===== src/rtl/fe_pkg.sv =====
package fe_pkg;
    typedef enum logic [1:0] {
        M_FULL  = 2'd0,
        M_HDR   = 2'd1,
        M_DROP  = 2'd2,
        M_HDR2  = 2'd3
    } fe_mode_e;

    typedef enum logic [3:0] {
        S_IDLE, S_GETLEN, S_MARK, S_STAT, S_DBG,
        S_STMP, S_LENW, S_BODY, S_DROP, S_FIN
    } fe_state_e;

    typedef enum logic [2:0] {
        H_MARK, H_STAT, H_DBG, H_STMP, H_LEN
    } fe_hsel_e;
endpackage


===== src/rtl/fe_word_count.sv =====
module fe_word_count #(
    parameter int W = 16
) (
    input  logic         clk,
    input  logic         rst_n,
    input  logic         load,
    input  logic [W-1:0] load_val,
    input  logic         dec,
    output logic [W-1:0] value,
    output logic         is_zero,
    output logic         is_one
);
    localparam logic [W-1:0] ONE = W'(1);

    logic [W-1:0] cnt_q;

    always_ff @(posedge clk) begin
        if (!rst_n)
            cnt_q <= '0;
        else if (load)
            cnt_q <= load_val;
        else if (dec && cnt_q != '0)
            cnt_q <= cnt_q - ONE;
    end

    assign value   = cnt_q;
    assign is_zero = (cnt_q == '0);
    assign is_one  = (cnt_q == ONE);
endmodule


===== src/rtl/fe_hdr_bank.sv =====
module fe_hdr_bank
    import fe_pkg::*;
#(
    parameter int          DW     = 32,
    parameter int          LEN_W  = 16,
    parameter logic [DW-1:0] MARKER = '1
) (
    input  logic             clk,
    input  logic             rst_n,
    input  logic             capture,
    input  logic [DW-1:0]    status_i,
    input  logic [DW-1:0]    debug_i,
    input  logic [DW-1:0]    stamp_i,
    input  logic [LEN_W-1:0] len_i,
    input  fe_hsel_e         sel,
    output logic [DW-1:0]    word_o
);
    localparam int NFLD = 3;

    logic [DW-1:0] fin  [NFLD];
    logic [DW-1:0] fld_q[NFLD];

    assign fin[0] = status_i;
    assign fin[1] = debug_i;
    assign fin[2] = stamp_i;

    for (genvar g = 0; g < NFLD; g++) begin : g_fld
        always_ff @(posedge clk) begin
            if (!rst_n)
                fld_q[g] <= '0;
            else if (capture)
                fld_q[g] <= fin[g];
        end
    end

    always_comb begin
        unique case (sel)
            H_MARK:  word_o = MARKER;
            H_STAT:  word_o = fld_q[0];
            H_DBG:   word_o = fld_q[1];
            H_STMP:  word_o = fld_q[2];
            H_LEN:   word_o = DW'(len_i);
            default: word_o = '0;
        endcase
    end
endmodule


===== src/rtl/frame_emitter.sv =====
module frame_emitter
    import fe_pkg::*;
#(
    parameter int DW    = 32,
    parameter int LEN_W = 16
) (
    input  logic             clk,
    input  logic             rst_n,
    input  logic             start_i,
    input  logic [1:0]       mode_i,
    input  logic [DW-1:0]    status_i,
    input  logic [DW-1:0]    debug_i,
    input  logic [DW-1:0]    stamp_i,
    output logic             busy_o,
    output logic             done_o,
    output logic             len_err_o,
    input  logic             len_empty_i,
    input  logic [LEN_W-1:0] len_data_i,
    output logic             len_pop_o,
    input  logic             dat_empty_i,
    input  logic [DW-1:0]    dat_data_i,
    output logic             dat_pop_o,
    output logic             out_valid_o,
    output logic [DW-1:0]    out_data_o,
    output logic             out_last_o,
    input  logic             out_ready_i
);
    fe_state_e        state_q, state_d;
    fe_mode_e         mode_q;
    logic             err_q;
    logic             take;
    logic             cnt_load, cnt_zero, cnt_one;
    logic [LEN_W-1:0] cnt_val, cnt_init;
    logic [DW-1:0]    hdr_word;
    fe_hsel_e         hsel;

    assign take = (state_q == S_IDLE) && start_i;

    fe_word_count #(.W(LEN_W)) u_cnt (
        .clk(clk), .rst_n(rst_n), .load(cnt_load), .load_val(cnt_init),
        .dec(dat_pop_o), .value(cnt_val), .is_zero(cnt_zero), .is_one(cnt_one)
    );

    fe_hdr_bank #(.DW(DW), .LEN_W(LEN_W)) u_hdr (
        .clk(clk), .rst_n(rst_n), .capture(take), .status_i(status_i),
        .debug_i(debug_i), .stamp_i(stamp_i), .len_i(cnt_val),
        .sel(hsel), .word_o(hdr_word)
    );

    // State register
    always_ff @(posedge clk) begin
        if (!rst_n) state_q <= S_IDLE;
        else        state_q <= state_d;
    end

    always_ff @(posedge clk) begin
        if (!rst_n) begin
            mode_q <= M_FULL;
            err_q  <= 1'b0;
        end else begin
            if (take) begin
                mode_q <= fe_mode_e'(mode_i);
                err_q  <= 1'b0;
            end else if ((state_q == S_BODY || state_q == S_DROP) && dat_empty_i) begin
                err_q  <= 1'b1;
            end
        end
    end

    // Next-state
    always_comb begin
        state_d = state_q;
        unique case (state_q)
            S_IDLE:
                if (start_i)
                    state_d = (mode_i == M_FULL || mode_i == M_DROP) ? S_GETLEN : S_MARK;
            S_GETLEN:
                if (!len_empty_i) begin
                    if (mode_q == M_DROP)
                        state_d = (len_data_i == '0) ? S_FIN : S_DROP;
                    else
                        state_d = S_MARK;
                end
            S_MARK: if (out_ready_i) state_d = S_STAT;
            S_STAT: if (out_ready_i) state_d = S_DBG;
            S_DBG:  if (out_ready_i) state_d = S_STMP;
            S_STMP: if (out_ready_i) state_d = S_LENW;
            S_LENW: if (out_ready_i) state_d = cnt_zero ? S_FIN : S_BODY;
            S_BODY:
                if (dat_empty_i)                     state_d = S_FIN;
                else if (out_ready_i && cnt_one)     state_d = S_FIN;
            S_DROP:
                if (dat_empty_i || cnt_one)          state_d = S_FIN;
            S_FIN:  state_d = S_IDLE;
            default: state_d = S_IDLE;
        endcase
    end

    // Outputs
    always_comb begin
        busy_o      = (state_q != S_IDLE);
        done_o      = 1'b0;
        len_pop_o   = 1'b0;
        dat_pop_o   = 1'b0;
        out_valid_o = 1'b0;
        out_last_o  = 1'b0;
        hsel        = H_MARK;
        cnt_load    = take;
        cnt_init    = '0;
        unique case (state_q)
            S_IDLE: ;
            S_GETLEN: begin
                len_pop_o = !len_empty_i;
                cnt_load  = !len_empty_i;
                cnt_init  = len_data_i;
            end
            S_MARK: begin out_valid_o = 1'b1; hsel = H_MARK; end
            S_STAT: begin out_valid_o = 1'b1; hsel = H_STAT; end
            S_DBG:  begin out_valid_o = 1'b1; hsel = H_DBG;  end
            S_STMP: begin out_valid_o = 1'b1; hsel = H_STMP; end
            S_LENW: begin
                out_valid_o = 1'b1;
                hsel        = H_LEN;
                out_last_o  = cnt_zero;
            end
            S_BODY: begin
                out_valid_o = !dat_empty_i;
                out_last_o  = !dat_empty_i && cnt_one;
                dat_pop_o   = !dat_empty_i && out_ready_i;
            end
            S_DROP: dat_pop_o = !dat_empty_i;
            S_FIN:  done_o = 1'b1;
            default: ;
        endcase
    end

    assign out_data_o = (state_q == S_BODY) ? dat_data_i : hdr_word;
    assign len_err_o  = err_q;
endmodule


===== config.mk =====
export PLATFORM = sky130hd
export DESIGN_NAME = frame_emitter
export DESIGN_NICKNAME = d
export VERILOG_FILES = /design/src/rtl/fe_pkg.sv /design/src/rtl/fe_word_count.sv /design/src/rtl/fe_hdr_bank.sv /design/src/rtl/frame_emitter.sv
export SDC_FILE = /design/constraint.sdc
export NUM_CORES = 1
export LEC_CHECK = 0
export ABC_AREA = 1
export BUFFER_PORTS_ARGS = -buffer_cell sky130_fd_sc_hd__buf_2
export CORE_ASPECT_RATIO = 1.1
export CORE_MARGIN = 1.5
export CORE_UTILIZATION = 40
export DETAILED_ROUTE_END_ITERATION = 10
export GPL_TIMING_DRIVEN = 1
export PLACE_DENSITY = 0.62
export SKIP_CTS_REPAIR_TIMING = 1
export SYNTH_ARGS = -nofsm -noshare
export SYNTH_HDL_FRONTEND = slang
export SYNTH_SLANG_ARGS = --single-unit

===== constraint.sdc =====
create_clock -name clk -period 3.65 [get_ports clk]
set_input_delay 0.73 -clock clk [delete_from_list [all_inputs] [get_ports clk]]
set_output_delay 0.73 -clock clk [all_outputs]
set_load 0.03 [all_outputs]

==> out/results.ini <==
[worst_setup_path]
critPathMaxFanout=18
worstSetupEndpointType=output pin
worst_r2r_startpoint=state_q[1]$_SDFFE_PN0P_
worstReg2RegEnd=state_q[2]$_SDFFE_PN0P_
cp.arrival_ns=2.47
timing.reg2reg.worst_path_depth=8
worst_path_class_setup=reg2out
critical_path_required_ns=2.92
critical_path.endpoint=out_data_o[27]
setup.worst_path.start=state_q[0]$_SDFFE_PN0P_
worst_path_largest_cell_delay_ns=0.43
path_common_cell=sky130_fd_sc_hd__inv_1
cp_cell_sequence=inv_1, nor2_2, inv_1, nor2_4, buf_4, nand2_1, a41oi_1, buf_2
worst_setup_path_start_kind=register
timing.reg2reg.setup_slack_ns=1.47
crit_path_top_delay_cell=sky130_fd_sc_hd__dfxtp_1

[drt]
postRouteAntennaNets=0
vias=5816
finalWirelength_um=17600
detail_route.drc_violations=0
drt-wirelength-per-cell_um=14.5
avgViaCountPerCell=4.79
detail_route.first_pass.iterations=6
first_iter_violations=309

[placement]
io_buffers=190
dp.final_hpwl_um=12400
finalWeightedCongestion=0.877

[die]
core.rowCount=48
fp.dieW_um=124
die_area_um2=16800
chipHeight_um=136
io_pins=191
placeableCoreArea_um2=15700
initial_core_util_pct=40.8

[synthesis]
synth_cell_types=34
synthesis.yosys.warnings=0
synth_seq_cells=119
syn-mean-instance-area_um2=7.88
synth.net_count=970
yosys_most_used_dff=sky130_fd_sc_hd__edfxtp_1
synth_top_area_cell=sky130_fd_sc_hd__edfxtp_1
seq_area_frac_synth_pct=52.0
ys_async_sr_fraction_pct=0
yosys-top-cells-area=sky130_fd_sc_hd__edfxtp_1 45%, sky130_fd_sc_hd__nor2_1 12%, sky130_fd_sc_hd__nand2_1 9.9%
synthDominantCellAreaShare_pct=44.9
netlist_instances=816
synthesis.area_um2=6430
synth-edff-count=96

[cells_and_area]
filler_instances=1619
drive_gt1_share_pct=24.0
synthToLayoutAreaGrowth_pct=26.1
design.final.nets=1154
core_utilization_of_the_finished_layout_pct=51.5

[worst_hold_path]
min_path_type=reg2reg

[timing]
timing.max_slew.rel_slack_pct=47.7
rsz0062_at_grt=false
timing_hold_violations_final=0
timing.final.crit_period_ns=3.20
clock_skew_ns=0.00727
worst_slew_pin_slew_ns=0.782
final-setup-viol-count=0
slew_violations=0
fin_setup_tns_ns=0
achievable-frequency_ghz=0.313
final.period_utilization_pct=87.7

[job]
maxCapViolations=0

[clock_tree]
cts-buffers-inserted=17
h-tree-depth=4
cts_num_sinks=119
cts.path.max_buffers=2
clkSlewWorstSetupHoldPaths_ns=0.05
clockRootBuffer=sky130_fd_sc_hd__clkbuf_16
clk_latency_ns=0.42
clock_tree_from_tritoncts=done

[power]
peakVddDrop_mv=0.413
post-layout-total-power_mw=5.64
power_leakage_nw=3.93
power.density_nw_per_um2=696

[grt]
via_count_of_the_first_global_routing_pass=5533
grt_pass1_wl_um=27000
track_usage_pct=21.5
antenna_violations_before_repair=5
grt_max_degree=99
globalRoute.totalOverflow=0

[outcome]
outcome=finished, final reports clean

==> sequential cells by signal (all words and copies together) (netlist names) <==
signal       cells
len_err_o        1
state_q          4
u_cnt.value     16
u_hdr.fld_q     96
mode_q           2
==> area by class of cell <==
type,instances,area (um^2),area share (%)
antenna,3,7.51,0.0926
clock buffer,20,437,5.39
clock inverter,10,108,1.33
inverter,143,537,6.62
multi-input combinational,523,2400,29.6
sequential,119,3340,41.2
tap,200,250,3.09
timing repair buffer,196,1020,12.6
==> critical path: cells and delay by family (launching register included) <==
kind                   cells  cell delay, ns
AND/OR/NAND/NOR            3            0.61
buffers and inverters      4            0.77
flip-flops                 1            0.43
AO/OA/AOI/OAI              1            0.25
==> cell usage after synthesis (6+ instances only) <==
| master | count |
|---|---|
| sky130_fd_sc_hd__nor2_1 | 199 |
| sky130_fd_sc_hd__nand2_1 | 170 |
| sky130_fd_sc_hd__inv_1 | 139 |
| sky130_fd_sc_hd__edfxtp_1 | 96 |
| sky130_fd_sc_hd__a21oi_1 | 28 |
| sky130_fd_sc_hd__dfxtp_1 | 23 |
| sky130_fd_sc_hd__nand3_1 | 21 |
| sky130_fd_sc_hd__o21ai_0 | 19 |
| sky130_fd_sc_hd__a31oi_1 | 16 |
| sky130_fd_sc_hd__a41oi_1 | 16 |
| sky130_fd_sc_hd__buf_2 | 15 |
| sky130_fd_sc_hd__clkbuf_1 | 12 |
| sky130_fd_sc_hd__nand4_1 | 7 |
| sky130_fd_sc_hd__nor3_1 | 6 |
| sky130_fd_sc_hd__xor2_1 | 6 |
==> worst min path at each step <==
| stage | cells past startpoint | to | slack (ns) | start |
|---|---|---|---|---|
| floorplan | 2 | mode_q[1]$_SDFFE_PN0P_ | 0.45 | mode_q[1]$_SDFFE_PN0P_ |
| global placement | 2 | len_err_o$_SDFFE_PP0P_ | 0.46 | len_err_o$_SDFFE_PP0P_ |
| detailed placement | 2 | len_err_o$_SDFFE_PP0P_ | 0.46 | len_err_o$_SDFFE_PP0P_ |
| CTS | 2 | len_err_o$_SDFFE_PP0P_ | 0.48 | len_err_o$_SDFFE_PP0P_ |
| global route | 2 | len_err_o$_SDFFE_PP0P_ | 0.51 | len_err_o$_SDFFE_PP0P_ |
| finish | 2 | len_err_o$_SDFFE_PP0P_ | 0.47 | len_err_o$_SDFFE_PP0P_ |
==> cell families (layout without fill, tap and decap cells) <==
logic type                 after synthesis  after routing  share of synthesized area (%)
DFF                                    119            119                           52.0
other                                    0              3                              0
adders and majority gates                2              2                          0.389
and+or+nand+nor                        420            420                           26.6
AOI/OAI and AO/OA                       95             95                           9.32
xor gates and xnor gates                 6              6                          0.818
buffers and inverters                  174            369                           10.8
==> metrics by stage <==
stage | instances | setup WS (ns) | cell area, um^2 | hold WS, ns
after floorplan | 816 | 0.268 | 6430 | 0.449
after global placement | 1181 | 0.916 | 7550 | 0.455
after detailed placement | 1181 | 0.862 | 7550 | 0.465
after CTS | 1211 | 0.399 | 8100 | 0.481
after global routing | 1211 | 0.182 | 8100 | 0.510
final | 1214 | 0.450 | 8110 | 0.470
==> layout by cell type, fill, tap and decap left out, types with 2 or more instances in the layout <==
master	n
sky130_fd_sc_hd__clkbuf_16	17
sky130_fd_sc_hd__xor2_1	6
sky130_fd_sc_hd__nor2_1	199
sky130_fd_sc_hd__a21oi_1	28
sky130_fd_sc_hd__o21bai_1	4
sky130_fd_sc_hd__nand2_1	169
sky130_fd_sc_hd__o21ai_0	19
sky130_fd_sc_hd__edfxtp_1	96
sky130_fd_sc_hd__nand3_1	21
sky130_fd_sc_hd__clkinvlp_4	2
sky130_fd_sc_hd__clkinv_2	4
sky130_fd_sc_hd__clkbuf_1	3
sky130_fd_sc_hd__o22ai_1	5
sky130_fd_sc_hd__nand3b_1	2
sky130_fd_sc_hd__nand4_1	7
sky130_fd_sc_hd__inv_2	3
sky130_fd_sc_hd__o21ai_1	3
sky130_fd_sc_hd__buf_2	190
sky130_fd_sc_hd__a41oi_1	16
sky130_fd_sc_hd__buf_4	4
sky130_fd_sc_hd__buf_12	2
sky130_fd_sc_hd__nand3_2	4
sky130_fd_sc_hd__diode_2	3
sky130_fd_sc_hd__nor2_2	2
sky130_fd_sc_hd__bufinv_16	2
sky130_fd_sc_hd__nor3_1	6
sky130_fd_sc_hd__nor2_4	3
sky130_fd_sc_hd__nand2_2	2
sky130_fd_sc_hd__clkinv_1	2
sky130_fd_sc_hd__dfxtp_1	23
sky130_fd_sc_hd__nand2_4	4
sky130_fd_sc_hd__inv_1	139
sky130_fd_sc_hd__a31oi_1	16
sky130_fd_sc_hd__ha_1	2
==> power by group <==
part	internal [mW]	total, mW	leakage (nW)	switching (mW)
clock network	0.987	1.56	0.263	0.577
logic	0.587	1.89	2.44	1.30
registers	1.97	2.19	1.23	0.219
total	3.54	5.64	3.93	2.10
==> metal layers <==
| metal | vias to the layer above | GRT usage [%] | wire length, um |
|---|---|---|---|
| met5 | - | 0 | 22 |
| met4 | 4 | 9.32 | 454 |
| met3 | 41 | 6.08 | 1060 |
| met2 | 181 | 35.6 | 8440 |
| met1 | 2627 | 25.9 | 7630 |
| li1 | 2963 | - | - |
(Power assumes the default switching activity.)
